## src/rtl/i2cf_pkg.sv

```systemverilog
package i2cf_pkg;

  typedef enum logic [1:0] {
    REG_DATA   = 2'd0,
    REG_CFG    = 2'd1,
    REG_COUNT  = 2'd2,
    REG_STATUS = 2'd3
  } reg_sel_e;

  typedef struct packed {
    logic       rx_dma;
    logic [5:0] rx_thf;
    logic       tx_dma;
    logic [5:0] tx_thf;
  } cfg_t;

  // flush positions (14 and 6) always read back as zero
  function automatic logic [15:0] cfg_pack(cfg_t c);
    return {c.rx_dma, 1'b0, c.rx_thf, c.tx_dma, 1'b0, c.tx_thf};
  endfunction

endpackage

```

## src/rtl/i2cf_byte_fifo.sv

```systemverilog
module i2cf_byte_fifo #(
  parameter int DEPTH = 8,
  localparam int AW = $clog2(DEPTH),
  localparam int LW = AW + 1
) (
  input  logic          clk,
  input  logic          rst,
  input  logic          flush,
  input  logic          push,
  input  logic [7:0]    din,
  input  logic          pop,
  output logic [7:0]    dout,
  output logic [LW-1:0] level,
  output logic          full,
  output logic          empty
);

  logic [7:0]    mem [DEPTH];
  logic [AW-1:0] wptr;
  logic [AW-1:0] rptr;
  logic          push_ok;
  logic          pop_ok;

  assign full    = (level == LW'(DEPTH));
  assign empty   = (level == '0);
  assign push_ok = push && !full && !flush;
  assign pop_ok  = pop && !empty && !flush;

  // storage without reset so it maps onto block RAM
  always_ff @(posedge clk) begin
    if (push_ok) mem[wptr] <= din;
  end

  // registered read port
  always_ff @(posedge clk) begin
    if (rst)      dout <= '0;
    else if (pop) dout <= pop_ok ? mem[rptr] : 8'h00;
  end

  always_ff @(posedge clk) begin
    if (rst || flush) begin
      wptr  <= '0;
      rptr  <= '0;
      level <= '0;
    end else begin
      if (push_ok) wptr <= wptr + 1'b1;
      if (pop_ok)  rptr <= rptr + 1'b1;
      case ({push_ok, pop_ok})
        2'b10:   level <= level + LW'(1);
        2'b01:   level <= level - LW'(1);
        default: level <= level;
      endcase
    end
  end

endmodule

```

## src/rtl/i2cf_chunk_events.sv

```systemverilog
module i2cf_chunk_events #(
  parameter int DEPTH = 8,
  parameter bit IS_TX = 1'b0,
  parameter int CW    = 16,
  localparam int LW = $clog2(DEPTH) + 1
) (
  input  logic          clk,
  input  logic          rst,
  input  logic [5:0]    thr_field,
  input  logic          dma_en,
  input  logic [LW-1:0] level,
  input  logic [CW-1:0] left,
  output logic          ready,
  output logic          drain,
  output logic          dma_req,
  output logic [6:0]    remain
);

  logic [6:0]    thr_raw;
  logic [6:0]    thr;
  logic [6:0]    avail;
  logic [CW-1:0] thr_w;
  logic [CW-1:0] avail_w;
  logic          ready_n;
  logic          drain_n;
  logic [6:0]    remain_n;

  always_comb begin
    thr_raw = {1'b0, thr_field} + 7'd1;
    thr     = (thr_raw > 7'(DEPTH)) ? 7'(DEPTH) : thr_raw;
    // receive side counts stored bytes, transmit side counts free slots
    avail   = IS_TX ? (7'(DEPTH) - 7'(level)) : 7'(level);
    thr_w   = CW'(thr);
    avail_w = CW'(avail);
    ready_n = (avail_w >= thr_w) && (!IS_TX || (left >= thr_w));
    drain_n = !ready_n && (left != '0) && (left < thr_w) && (avail_w >= left);
    remain_n = (left < avail_w) ? left[6:0] : avail;
  end

  always_ff @(posedge clk) begin
    if (rst) begin
      ready   <= 1'b0;
      drain   <= 1'b0;
      dma_req <= 1'b0;
      remain  <= '0;
    end else begin
      ready   <= ready_n;
      drain   <= drain_n;
      dma_req <= dma_en && (ready_n || drain_n);
      remain  <= remain_n;
    end
  end

endmodule

```

## src/rtl/i2c_byte_fifos.sv

```systemverilog
module i2c_byte_fifos
  import i2cf_pkg::*;
#(
  parameter int SIZE_CODE = 0,
  localparam int DEPTH = 8 << SIZE_CODE,
  localparam int LW    = $clog2(DEPTH) + 1,
  localparam int CW    = 16
) (
  input  logic        clk,
  input  logic        rst,
  input  logic        reg_wr,
  input  logic        reg_rd,
  input  logic [1:0]  reg_addr,
  input  logic [15:0] reg_wdata,
  output logic [15:0] reg_rdata,
  input  logic        eng_tx_pop,
  output logic [7:0]  eng_tx_byte,
  output logic        eng_tx_avail,
  input  logic        eng_rx_push,
  input  logic [7:0]  eng_rx_byte,
  output logic        eng_rx_space,
  output logic        ev_rx_ready,
  output logic        ev_rx_drain,
  output logic        ev_tx_ready,
  output logic        ev_tx_drain,
  output logic        dma_rx_req,
  output logic        dma_tx_req,
  output logic        tx_overflow,
  output logic        rx_overrun
);

  cfg_t          cfg_q;
  logic          rx_flush_q, tx_flush_q;
  logic [CW-1:0] cnt_q, tx_left, rx_left;
  logic          sel_data_q;
  logic [15:0]   hold_q;
  logic          wr_data, rd_data, wr_cfg, wr_cnt;
  logic          tx_acc, rx_acc;
  logic [LW-1:0] tx_level, rx_level;
  logic          tx_full, tx_empty, rx_full, rx_empty;
  logic [7:0]    rx_dout;
  logic [6:0]    rx_rem, tx_rem;
  logic          rx_dma_en, tx_dma_en;
  logic [15:0]   status;

  assign wr_data   = reg_wr && (reg_addr == REG_DATA);
  assign wr_cfg    = reg_wr && (reg_addr == REG_CFG);
  assign wr_cnt    = reg_wr && (reg_addr == REG_COUNT);
  assign rd_data   = reg_rd && (reg_addr == REG_DATA);
  assign tx_acc    = wr_data && !tx_full && !tx_flush_q;
  assign rx_acc    = rd_data && !rx_empty && !rx_flush_q;
  assign rx_dma_en = cfg_q.rx_dma;
  assign tx_dma_en = cfg_q.tx_dma;
  assign status    = {2'(SIZE_CODE), rx_rem, tx_rem};

  assign eng_tx_avail = !tx_empty;
  assign eng_rx_space = !rx_full;

  // configuration and one-shot flush strobes
  always_ff @(posedge clk) begin
    if (rst) begin
      cfg_q      <= '0;
      rx_flush_q <= 1'b0;
      tx_flush_q <= 1'b0;
    end else begin
      rx_flush_q <= wr_cfg && reg_wdata[14];
      tx_flush_q <= wr_cfg && reg_wdata[6];
      if (wr_cfg) begin
        cfg_q.rx_dma <= reg_wdata[15];
        cfg_q.rx_thf <= reg_wdata[13:8];
        cfg_q.tx_dma <= reg_wdata[7];
        cfg_q.tx_thf <= reg_wdata[5:0];
      end
    end
  end

  // transfer byte counters
  always_ff @(posedge clk) begin
    if (rst) begin
      cnt_q   <= '0;
      tx_left <= '0;
      rx_left <= '0;
    end else if (wr_cnt) begin
      cnt_q   <= reg_wdata;
      tx_left <= reg_wdata;
      rx_left <= reg_wdata;
    end else begin
      if (tx_acc && tx_left != '0) tx_left <= tx_left - 1'b1;
      if (rx_acc && rx_left != '0) rx_left <= rx_left - 1'b1;
    end
  end

  // drop flags
  always_ff @(posedge clk) begin
    if (rst) begin
      tx_overflow <= 1'b0;
      rx_overrun  <= 1'b0;
    end else begin
      tx_overflow <= wr_data && tx_full;
      rx_overrun  <= eng_rx_push && rx_full;
    end
  end

  // read path: data byte comes from the queue read port, others from hold_q
  always_ff @(posedge clk) begin
    if (rst) begin
      sel_data_q <= 1'b0;
      hold_q     <= '0;
    end else if (reg_rd) begin
      sel_data_q <= (reg_addr == REG_DATA);
      case (reg_addr)
        REG_CFG:    hold_q <= cfg_pack(cfg_q);
        REG_COUNT:  hold_q <= cnt_q;
        REG_STATUS: hold_q <= status;
        default:    hold_q <= hold_q;
      endcase
    end
  end

  assign reg_rdata = sel_data_q ? {8'h00, rx_dout} : hold_q;

  i2cf_byte_fifo #(.DEPTH(DEPTH)) u_tx_fifo (
    .clk   (clk),
    .rst   (rst),
    .flush (tx_flush_q),
    .push  (wr_data),
    .din   (reg_wdata[7:0]),
    .pop   (eng_tx_pop),
    .dout  (eng_tx_byte),
    .level (tx_level),
    .full  (tx_full),
    .empty (tx_empty)
  );

  i2cf_byte_fifo #(.DEPTH(DEPTH)) u_rx_fifo (
    .clk   (clk),
    .rst   (rst),
    .flush (rx_flush_q),
    .push  (eng_rx_push),
    .din   (eng_rx_byte),
    .pop   (rd_data),
    .dout  (rx_dout),
    .level (rx_level),
    .full  (rx_full),
    .empty (rx_empty)
  );

  i2cf_chunk_events #(.DEPTH(DEPTH), .IS_TX(1'b0), .CW(CW)) u_rx_ev (
    .clk       (clk),
    .rst       (rst),
    .thr_field (cfg_q.rx_thf),
    .dma_en    (rx_dma_en),
    .level     (rx_level),
    .left      (rx_left),
    .ready     (ev_rx_ready),
    .drain     (ev_rx_drain),
    .dma_req   (dma_rx_req),
    .remain    (rx_rem)
  );

  i2cf_chunk_events #(.DEPTH(DEPTH), .IS_TX(1'b1), .CW(CW)) u_tx_ev (
    .clk       (clk),
    .rst       (rst),
    .thr_field (cfg_q.tx_thf),
    .dma_en    (tx_dma_en),
    .level     (tx_level),
    .left      (tx_left),
    .ready     (ev_tx_ready),
    .drain     (ev_tx_drain),
    .dma_req   (dma_tx_req),
    .remain    (tx_rem)
  );

endmodule

```

## config.mk

```make
export PLATFORM = sky130hd
export DESIGN_NAME = i2c_byte_fifos
export DESIGN_NICKNAME = d
export VERILOG_FILES = /design/src/rtl/i2cf_pkg.sv /design/src/rtl/i2cf_byte_fifo.sv /design/src/rtl/i2cf_chunk_events.sv /design/src/rtl/i2c_byte_fifos.sv
export SDC_FILE = /design/constraint.sdc
export NUM_CORES = 1
export LEC_CHECK = 0
export ABC_AREA = 1
export CAP_MARGIN = 20
export CELL_PAD_IN_SITES_DETAIL_PLACEMENT = 0
export CELL_PAD_IN_SITES_GLOBAL_PLACEMENT = 1
export CORE_AREA = 4 4 174 176
export CTS_CLUSTER_SIZE = 28
export DETAILED_ROUTE_END_ITERATION = 16
export DIE_AREA = 0 0 178 180
export GPL_ROUTABILITY_DRIVEN = 0
export PLACE_DENSITY = 0.95
export SLEW_MARGIN = 20
export SYNTH_ARGS = -nofsm -noshare
export SYNTH_HDL_FRONTEND = slang
export SYNTH_HIERARCHICAL = 1
export SYNTH_SLANG_ARGS = --single-unit
```

## constraint.sdc

```tcl
create_clock -name clk -period 3.5 [get_ports clk]
set_input_delay 0.7 -clock clk [delete_from_list [all_inputs] [get_ports clk]]
set_output_delay 0.7 -clock clk [all_outputs]
set_load 0.02 [all_outputs]
```

# ---- Word level (Yosys, flattened, before mapping)
# Memory sizes are Yosys's and may differ from the RTL's. A register that Yosys moved wholly into a read port is not among the register bits.
# Cells that the tools add are included.
dict set report totals {
  reg_bits 139
  latchBits 0
  ramBits 128
  mem_bits_ro 0
  inputBits 32
  out_inout_bits 34
  wordCells 139
  mem_count 2
}
dict set report op_classes {
  add_sub_neg 13
  n_mul 0
  div 0
  n_lt_le_gt_ge 11
  n_eq_ne 9
  n_shift 0
  mux 22
  n_bitwise 1
  n_reduce_logical 51
}
# memory words width read_ports rd_ports_with_merged_regs wr line
set memory_table {}
lappend memory_table {u_rx_fifo.mem 8 8 1 1 1 i2cf_byte_fifo.sv:18} ;# logic [7:0] mem [DEPTH];
lappend memory_table {u_tx_fifo.mem 8 8 1 1 1 i2cf_byte_fifo.sv:18}
# operator n
set ops {}
lappend ops {{$mux 16} 5}
lappend ops {{$lt 16x7->1} 3}
lappend ops {{$pmux 16 s3} 1}
lappend ops {{$reduce_bool 16->1} 2}
lappend ops {{$sub 16x1->16 const B} 2}
lappend ops {{$logic_and 1x1->1} 27}
lappend ops {{$mux 7} 3}
lappend ops {{$ge 16x7->1} 1}
lappend ops {{$ge 4x16->1} 1}
lappend ops {{$ge 7x16->1} 1}
lappend ops {{$lt 16x4->1} 1}
lappend ops {{$mux 8} 2}
lappend ops {{$pmux 4 s2} 2}
lappend ops {{$add 6x1->7 const B} 2}
lappend ops {{$gt 7x4->1 const B} 2}
lappend ops {{$add 3x1->3 const B} 4}
lappend ops {{$mux 3} 4}
lappend ops {{$add 4x1->4 const B} 2}
lappend ops {{$eq 2x2->1 const B} 4}
lappend ops {{$eq 4x4->1 const B} 2}
lappend ops {{$logic_not 1->1} 8}
lappend ops {{$logic_not 4->1} 2}
lappend ops {{$reduce_bool 2->1} 4}
lappend ops {{$sub 4x1->4 const B} 2}
lappend ops {{12 further kinds} 20}

# ---- Depth between registers and ports, before layout
# Gate-level depths: netlist (run 1).
dict set report logic_depth {
  word_depth 11
  mapped_depth 17
  depth_no_buf 17
}

# ---- Hierarchy
# Netlist (run 1), hierarchy kept.
# module instances cells_per_inst area_each_um2 seq_area_each_um2
set modules_own_cells {}
lappend modules_own_cells {i2cf_byte_fifo 2 383 3736.1 2342.2}
lappend modules_own_cells {i2c_byte_fifos 1 686 4411.7 1661.6}
lappend modules_own_cells {{i2cf_chunk_events (u_tx_ev)} 1 171 1121.1 200.2}
lappend modules_own_cells {{i2cf_chunk_events (u_rx_ev)} 1 127 898.4 200.2}

# ---- Least setup slack after synthesis (run 1)
# OpenSTA, ideal clock, no wires.
dict set report synth_timing {
  path_kind {input-to-reg}
  start {input reg_addr[1]}
  end {register u_rx_fifo.level[2]}
  setup_ns 0.115
  arrival_ns 2.332
  required_time_ns 3.385
  slack_ns 1.053
  cell_stages 16
  path_buffers 2
  path_cell_list {buf_4 -> nor2_8 -> nand2_1 -> inv_1 -> nand2_4 -> nor2_8 -> buf_8 -> ha_1 -> nand2_1 -> inv_1 -> nor2_1 -> ha_1 -> a21oi_1 -> xnor2_1 -> o21ai_0 -> inv_1}
}
dict set report synth_via {
  elab_chain_cells 6
  word_cells_on_any_way 8
  cone_classes {2 x eq/ne; 1 x mux; 5 x reduce/logical}
}
# element line
set synth_lines {}
lappend synth_lines {{from (decl)} i2c_byte_fifos.sv:13} ;# input logic [1:0] reg_addr,
lappend synth_lines {{$logic_not 2->1 (*)} i2c_byte_fifos.sv:49} ;# assign rd_data = reg_rd && (reg_addr == REG_DATA);
lappend synth_lines {{$logic_and 1x1->1 (*)} i2c_byte_fifos.sv:49}
lappend synth_lines {{net rd_data} i2c_byte_fifos.sv:37} ;# logic wr_data, rd_data, wr_cfg, wr_cnt;
lappend synth_lines {{$logic_and 1x1->1 (*) (2 in series)} i2cf_byte_fifo.sv:27} ;# assign pop_ok = pop && !empty && !flush;
lappend synth_lines {{net u_rx_fifo.pop_ok} i2cf_byte_fifo.sv:22} ;# logic pop_ok;
lappend synth_lines {{$eq 2x1->1 / $eq 2x2->1 (equally long branches)} i2cf_byte_fifo.sv:48} ;# case ({push_ok, pop_ok})
lappend synth_lines {{$pmux 4 s2 / $reduce_bool 2->1 (equally long branches)} n/a}
lappend synth_lines {{to (signal assigned)} i2cf_byte_fifo.sv:49} ;# 2'b10: level <= level + LW'(1);
lappend synth_lines {{to (signal assigned)} i2cf_byte_fifo.sv:50} ;# 2'b01: level <= level - LW'(1);
lappend synth_lines {{to (signal assigned)} i2cf_byte_fifo.sv:51} ;# default: level <= level;
lappend synth_lines {{to (decl)} i2cf_byte_fifo.sv:13} ;# output logic [LW-1:0] level,
# Mark *: on every way through the listed nets, which the timed path passes. The rest lies on a longest branch.
# A chain may end at the register's enable or synchronous reset.

# ---- Worst setup path after layout (run 1)
dict set report layout_timing {
  start {register sel_data_q}
  end {output reg_rdata[1]}
}
dict set report layout_via {
  elab_chain_cells 1
}
# element line
set layout_lines {}
lappend layout_lines {{from (decl)} i2c_byte_fifos.sv:35} ;# logic sel_data_q;
lappend layout_lines {{from (signal assigned)} i2c_byte_fifos.sv:110} ;# sel_data_q <= (reg_addr == REG_DATA);
lappend layout_lines {{$mux 16} i2c_byte_fifos.sv:120} ;# assign reg_rdata = sel_data_q ? {8'h00, rx_dout} : hold_q;
lappend layout_lines {{to (decl)} i2c_byte_fifos.sv:15} ;# output logic [15:0] reg_rdata,
# No other way between the ends.

==> key figures, run 1 <==
STA
  – Final Worst Setup Slack: 299 ps
  – Fin crit period: approximately 3200 ps
  – Worst Tran Pin Value: 652 ps
  – Max_slew headroom: a little under three fifths
  – Setup TNS: 0 ps
  – FMAX: 312 MHz
  – Final Setup Violations: 0
  – Worst Clk Skew: between 20 and 25 ps
  – Period utilisation layout: 91.5%
  – Final slew viol count: 0
  – Hold Fails Final Rpt: 0
  – RSZ-0062 raised after global routing: no

Drt
  – Antenna viol nets, final: 0
  – Drt pass-1 iters: 5
  – DR vias/cell: 5.10
  – Vias: 11383
  – 1st-iter DRT viols: around 1000
  – Residual DRC count: 0
  – Detailed-route wire length: between 30 and 40 mm
  – Avg WL per Cell: between 15 and 20 um

Clock tree
  – CTS Sinks: 273
  – CTS tree: built
  – # hold bufs at CTS: 0
  – H-tree depth: 1
  – Max Root-Sink Buffers: 3
  – Post CTS Setup Buffer Count: 0
  – CTS Buf Count: 29
  – Worst skew pair latency: roughly 550 ps
  – Post-CTS resize count: 0
  – Root buffer cell: clkbuf_16
  – CTS clk-pin slew, worst paths: 60 ps

Power
  – Overall power: around 9.9 mW
  – Pint: between 6 and 7 mW
  – Switching share of power: 33.3%
  – Comb pwr share: between 20% and 30%
  – LEAKAGE: about 7 nW
  – Net Switching: roughly 3.3 mW
  – Peak supply drop: approximately 380 uV
  – Clock power frac: between 30% and 40%
  – Sequential share of power: ~39%
  – Power Dens Cells: around 620 nW/um2

Hold path
  – Min-Delay Path Depth: 2
  – HP Class: reg2reg
  – Hold_sp: u_tx_fifo/dout[4]$_SDFFE_PP0P_
  – Hold EP: u_tx_fifo/dout[4]$_SDFFE_PP0P_

Logic synthesis
  – Synth warn: 6
  – Synth cell types: 50
  – Synth area leader: edfxtp_1
  – Post-synthesis sequential area ratio: approximately half
  – Syn avg cell area: about 7.9 um2
  – Cell Area, Synth: 13900 um2
  – Top cell types by occurrence after synthesis: 425 x nand2_1, 259 x inv_1, 193 x nor2_1
  – Mapped Cells: between 1500 and 2000
  – Area contributors post-synth: edfxtp_1 28%, dfxtp_1 21%, nand2_1 11%
  – Synth Flop Type: dfxtp_1
  – Yosys reg bits: roughly 270
  – Count leader, synth: nand2_1
  – Asr flop ratio synth: 0%
  – Post-synth EDFFs: between 100 and 150
  – Area share of the largest cell type after synthesis: between 20% and 30%

Global route
  – Vias in the first global route: approximately 11000
  – All-layer global routing usage: between 20% and 30%
  – Initial antenna violation count: 0
  – Largest net degree at the start of global routing: 59
  – First-pass GRT wire length: 54.3 mm
  – Total global routing overflow: 0

Cells and area
  – Layout cells sized above 1: about 7.1%
  – Design area: 16000 um2
  – Ant. Diodes: 0
  – # fillers: roughly 2500
  – Final Util: between 50 and 60%
  – Area growth syn-to-layout: 14.8%
  – Final Net Count: 1910

Run
  – Max Cap Viol: 0

Worst setup path
  – R2R Setup Slk: 740 ps
  – CP max FO: 17
  – CP required: between 2000 and 3000 ps
  – Worst R2R Start: cfg_q[7]$_SDFFE_PP0P_
  – Worst R2R Path Depth: 12
  – Crit. End Element: output port
  – CP Launch Type: flip-flop
  – FF-to-FF End: u_rx_ev/dma_req$_SDFF_PP0_
  – Critical path type: reg2out
  – CP arrival: ~2500 ps

Floorplanning
  – Die H: approximately 180 um
  – Core ar.: between 20000 and 30000 um2
  – Initial core utilization: between 40% and 50%
  – I/O pin cnt: 66
  – Total Die Area: about 32000 um2
  – Die X: roughly 180 um
  – FP Rows: 62

Placed design
  – Pre-CTS setup slack: between 300 and 400 ps
  – Post-DP HPWL: between 20 and 25 mm
  – Post-DP Area: roughly 15000 um2
  – IO Port Bufs: 65

Status
  – Status: complete, no violations
-- through the flow --
stage / instances / hold slack [ps]
3_3_place_gp: 2179 / 448
6_report: 2232 / 462
4_1_cts: 2232 / 463
5_1_grt: 2232 / 486
2_1_floorplan: 1759 / 432
3_5_place_dp: 2179 / 454
-- layout make-up --
class	count	area, um2	share of cell area [%]
Tap cell	384	480	3.01
Inverter	267	1000	6.28
Clock buffer	40	871	5.46
Timing Repair Buffer	97	898	5.63
Clock inverter	13	156	0.980
Multi-Input combinational cell	1158	5800	36.4
Sequential cell	273	6750	42.3
-- layout by cell type (no fill, tap or decap), types with 32 or more instances in the layout --
cell type	netlist	final
clkbuf_16	0	32
nor2_1	193	193
o21ai_0	70	70
clkdlybuf4s50_1	0	64
inv_1	259	259
edfxtp_1	128	128
dfxtp_1	145	145
nand3_1	173	173
a21oi_1	101	101
nand2_1	425	425
ha_1	52	52
-- cell families after synthesis --
group | share of synthesized area (%)
buf+inv | 9.98
other cells | 0.0810
simple gates | 27.1
flops | 48.5
compound gates | 8.35
fa+ha+maj | 4.68
xor+xnor | 1.26
-- critical path, stage by stage, from the launching register on --
cell and delay (ps):
dfxtp_1 730, clkinv_1 400, nand2_1 190, nand2_1 80, clkdlybuf4s50_1 550
-- routing by layer --
metal	share of wire, %	GRT usage (%)	vias up
li1	-	-	5775
met1	45	27.9	5244
met2	48	35.1	314
met3	5.7	2.65	50
met4	2.0	5.14	0
met5	0	0	-
-- how the worst max path moves through the flow --
| stage | from | endpoint | cells after the start |
|---|---|---|---|
| global placement | reg_addr[0] | u_rx_fifo/level[2]$_SDFFE_PP0P_ | 15 |
| global route | sel_data_q$_SDFFE_PP0P_ | reg_rdata[4] | 4 |
| floorplan | reg_addr[1] | u_rx_fifo/level[2]$_SDFFE_PP0P_ | 16 |
| detailed placement | reg_addr[0] | u_rx_fifo/level[2]$_SDFFE_PP0P_ | 15 |
| finish | sel_data_q$_SDFFE_PP0P_ | reg_rdata[1] | 4 |
| CTS | sel_data_q$_SDFFE_PP0P_ | reg_rdata[4] | 4 |
-- sequential cells by signal, indices dropped and copies added (netlist names), 3 cells and up, named ones only --
name	flops
u_rx_fifo/mem	64
u_tx_ev/remain	7
cfg_q	12
u_tx_fifo/rptr	3
u_rx_fifo/dout	8
u_rx_fifo/rptr	3
u_tx_fifo/wptr	3
u_rx_ev/remain	7
u_tx_fifo/level	4
u_tx_fifo/mem	64
tx_left	16
u_tx_fifo/dout	8
rx_left	16
u_rx_fifo/level	4
u_rx_fifo/wptr	3
cnt_q	16
hold_q	16
-- power groups by stage --
stage,clock (mW),sequential [mW],combinational (mW)
3_3_place_gp,0,3.89,2.79
2_1_floorplan,0,3.87,2.18
4_1_cts,3.28,3.83,2.88
5_1_grt,3.42,3.86,3.29
6_report,3.24,3.83,2.87
3_5_place_dp,0,3.90,2.86
Power figures use the tool's default switching activity.
==> run 2, diff against run 1 <==
Settings changed: CAP_MARGIN 20 to 10.
==> results of run 2 <==
Same layout as run 1: the final DEF is identical, and so are final timing and power.
==> run 3, diff against run 2 <==
Settings changed: CORE_AREA 4 4 174 176 to 4 4 179 181, DIE_AREA 0 0 178 180 to 0 0 183 185, PLACE_DENSITY 0.95 to 0.86, SYNTH_HIERARCHICAL 1 to unset.
Clock period 3.5 ns to 2.9 ns, I/O delays scaled along.
==> run 3 against run 2 <==
Register-to-register slack worse by 480 ps. Hold slack worse by 1.1 ps. Clock skew is 1.8 ps lower. Count of clock-buffer cells in the layout stayed put. First-iteration DRC count is 29% lower. Via count is 11% lower. Clock power is 18% higher. Synthesized cell count is 19% lower. Die area is 5.7% higher. Cell area is 6.0% lower. Flip-flop and latch count stayed put. Largest cell class unchanged. Largest power group unchanged. Highest routed layer unchanged.
==> key figures, run 3 <==
Status
  – Status: complete, no violations

Placed design
  – Post-DP HPWL: 21.5 mm
  – IO Port Bufs: 65
  – Post-Place Cells: around 1900
  – Post-DP Area: about 14000 um2

STA
  – Final slew viol count: 0
  – FMAX: around 370 MHz
  – Setup TNS: 0 ps
  – Final Setup Violations: 0
  – Fin crit period: ~2700 ps
  – Max_slew headroom: 34.1%
  – RSZ-0062 raised after global routing: no
  – Worst Tran Pin Value: 987 ps
  – Worst Clk Skew: roughly 21 ps
  – Hold Fails Final Rpt: 0
  – Period utilisation layout: 94.4%
  – Min Hold Slack: 461 ps

Logic synthesis
  – Cell Area, Synth: between 10000 and 15000 um2
  – Synth cell types: 47
  – Mapped Cells: between 1000 and 1500
  – Synth warn: 0
  – Synth Flop Type: dfxtp_1
  – Count leader, synth: nor2_1
  – Area contributors post-synth: edfxtp_1 30%, dfxtp_1 23%, nor2_1 6.4%
  – Syn avg cell area: between 8 and 9 um2
  – Post-synthesis sequential area ratio: between 50% and 60%
  – Yosys reg bits: about 270
  – Post-synth EDFFs: between 100 and 150
  – Synth area leader: edfxtp_1
  – Area share of the largest cell type after synthesis: ~30%
  – Asr flop ratio synth: 0%
  – Top cell types by occurrence after synthesis: 214 x nor2_1, 213 x nand2_1, 149 x o21ai_0

Worst setup path
  – CP required: roughly 2300 ps
  – FF-to-FF End: u_tx_ev.drain$_SDFF_PP0_
  – CP max FO: 17
  – R2R Setup Slk: 260 ps
  – Worst setup path endpoint: reg_rdata[5]
  – CP Launch Type: flip-flop
  – Worst R2R Start: cfg_q[1]$_SDFFE_PP0P_
  – Critical path type: reg2out
  – Crit. End Element: output port
  – CP arrival: roughly 2200 ps
  – Worst R2R Path Depth: 14
  – Setup crit start: sel_data_q$_SDFFE_PP0P_

Clock tree
  – Post CTS Setup Buffer Count: 0
  – H-tree depth: 1
  – Root buffer cell: clkbuf_16
  – Max Root-Sink Buffers: 3
  – CTS tree: built
  – Worst skew pair latency: approximately 550 ps
  – CTS clk-pin slew, worst paths: about 60 ps
  – CTS Sinks: ~270
  – CTS Buf Count: 30

Cells and area
  – Most common cell after layout, fill and taps aside: nor2_1
  – Most frequent cells in the layout: 213 x nor2_1, 212 x nand2_1, 147 x o21ai_0
  – Design area: 15000 um2
  – Layout cells sized above 1: under 10%
  – Area growth syn-to-layout: 19.1%
  – Ant. Diodes: 0
  – Final std cells w/o fill: slightly below 2000
  – Largest regs: u_rx_fifo.mem x64, u_tx_fifo.mem x64
  – Final Net Count: 1605

Drt
  – Detailed-route wire length: 30.5 mm
  – 1st-iter DRT viols: just over 700
  – Avg WL per Cell: 15.7 um
  – Drt pass-1 iters: 6
  – Residual DRC count: 0
  – Vias: a little over 10000
  – Antenna viol nets, final: 0
  – DR vias/cell: ~5.2

Power
  – Peak supply drop: between 400 and 500 uV
  – Switching share of power: 30.9%
  – LEAKAGE: roughly 5.8 nW
  – Power Dens Cells: around 730 nW/um2
  – Sequential share of power: 41.4%
  – Net Switching: 3.37 mW
  – Overall power: ~11 mW
  – Comb pwr share: a little under a quarter
  – Clock power frac: around a third
  – Pint: about 7.5 mW

Floorplanning
  – Initial core utilization: around two fifths
  – Core ar.: between 30000 and 40000 um2
  – Die H: between 150 and 200 um
  – Die X: ~180 um
  – Total Die Area: between 30000 and 40000 um2
  – FP Rows: 64
  – I/O pin cnt: 66

Hold path
  – HP Class: reg2reg

Global route
  – Largest net degree at the start of global routing: 66
  – Vias in the first global route: about 9700
  – Total global routing overflow: 0
  – First-pass GRT wire length: about 50 mm
  – Initial antenna violation count: 0
  – All-layer global routing usage: around 18%

Run
  – Max Cap Viol: 0
[run 3: timing repair]
| item | 4_1_cts | 5_1_grt |
|---|---|---|
| endpoints found under the setup margin | 0 | 5 |
| resized for setup | 0 | 9 |
| hold buffers | 0 | 0 |
[run 3: power groups by stage]
stage	logic, mW	clock network, mW	registers [mW]
after floorplan	1.79	0	4.55
after global placement	2.52	0	4.59
after detailed placement	2.58	0	4.59
after CTS	2.59	3.87	4.51
after global routing	2.97	4.05	4.55
final	2.60	3.81	4.51
[run 3: stage by stage]
| stage | util [%] | setup slack (ps) |
|---|---|---|
| 6_report | 49.3 | 161 |
| 2_1_floorplan | - | 158 |
| 4_1_cts | 49.2 | 139 |
| 5_1_grt | 49.3 | 15.1 |
| 3_5_place_dp | 46.0 | -313 |
| 3_3_place_gp | 46.0 | -198 |
[run 3: worst min-delay path by stage]
stage	to	from	slack, ps	depth (start not counted)
final	flip-flop	u_tx_fifo.rptr[2]$_SDFFE_PP0P_	460	2
after global routing	u_rx_ev.dma_req$_SDFF_PP0_	rx_dma_en$_SDFFE_PP0P_	490	2
after CTS	u_rx_fifo.dout[3]$_SDFFE_PP0P_	u_rx_fifo.dout[3]$_SDFFE_PP0P_	470	2
after detailed placement	flip-flop	u_tx_fifo.rptr[2]$_SDFFE_PP0P_	450	2
after global placement	u_rx_fifo.rptr[2]$_SDFFE_PP0P_	u_rx_fifo.rptr[2]$_SDFFE_PP0P_	450	2
after floorplan	u_tx_ev.dma_req$_SDFF_PP0_	tx_dma_en$_SDFFE_PP0P_	430	2
[run 3: worst max-delay path: stages (launching register included)]
cell and delay [ps]:
dfxtp_1 320, buf_4 230, clkinv_1 270, nand2_1 140, nand2_1 100, clkdlybuf4s50_1 550
[run 3: routing by layer]
| metal | track usage [%] | share of wire [%] | wire length (um) |
|---|---|---|---|
| met5 | 0 | 0 | 0 |
| met4 | 3.52 | 1.7 | 530 |
| met3 | 2.16 | 4.2 | 1280 |
| met1 | 24.5 | 46 | 14000 |
| met2 | 30.5 | 48 | 14700 |
[run 3: cell type report]
type | count | area (um2)
well taps | 396 | 495
multi-input cells | 962 | 5160
clock inverters | 16 | 178
fillers | 2847 | 15400
flip-flops and latches | 273 | 6750
inverters | 126 | 473
repair buffers | 126 | 1130
clock buffers | 40 | 820
[run 3: cell families after synthesis]
group	synth area share [%]
AO/OA/AOI/OAI	15.5
XOR/XNOR	0.903
adder cells (fa/ha/maj)	5.48
buffers and inverters	5.98
flip-flops	53.5
other	0.0596
AND/OR/NAND/NOR	18.6
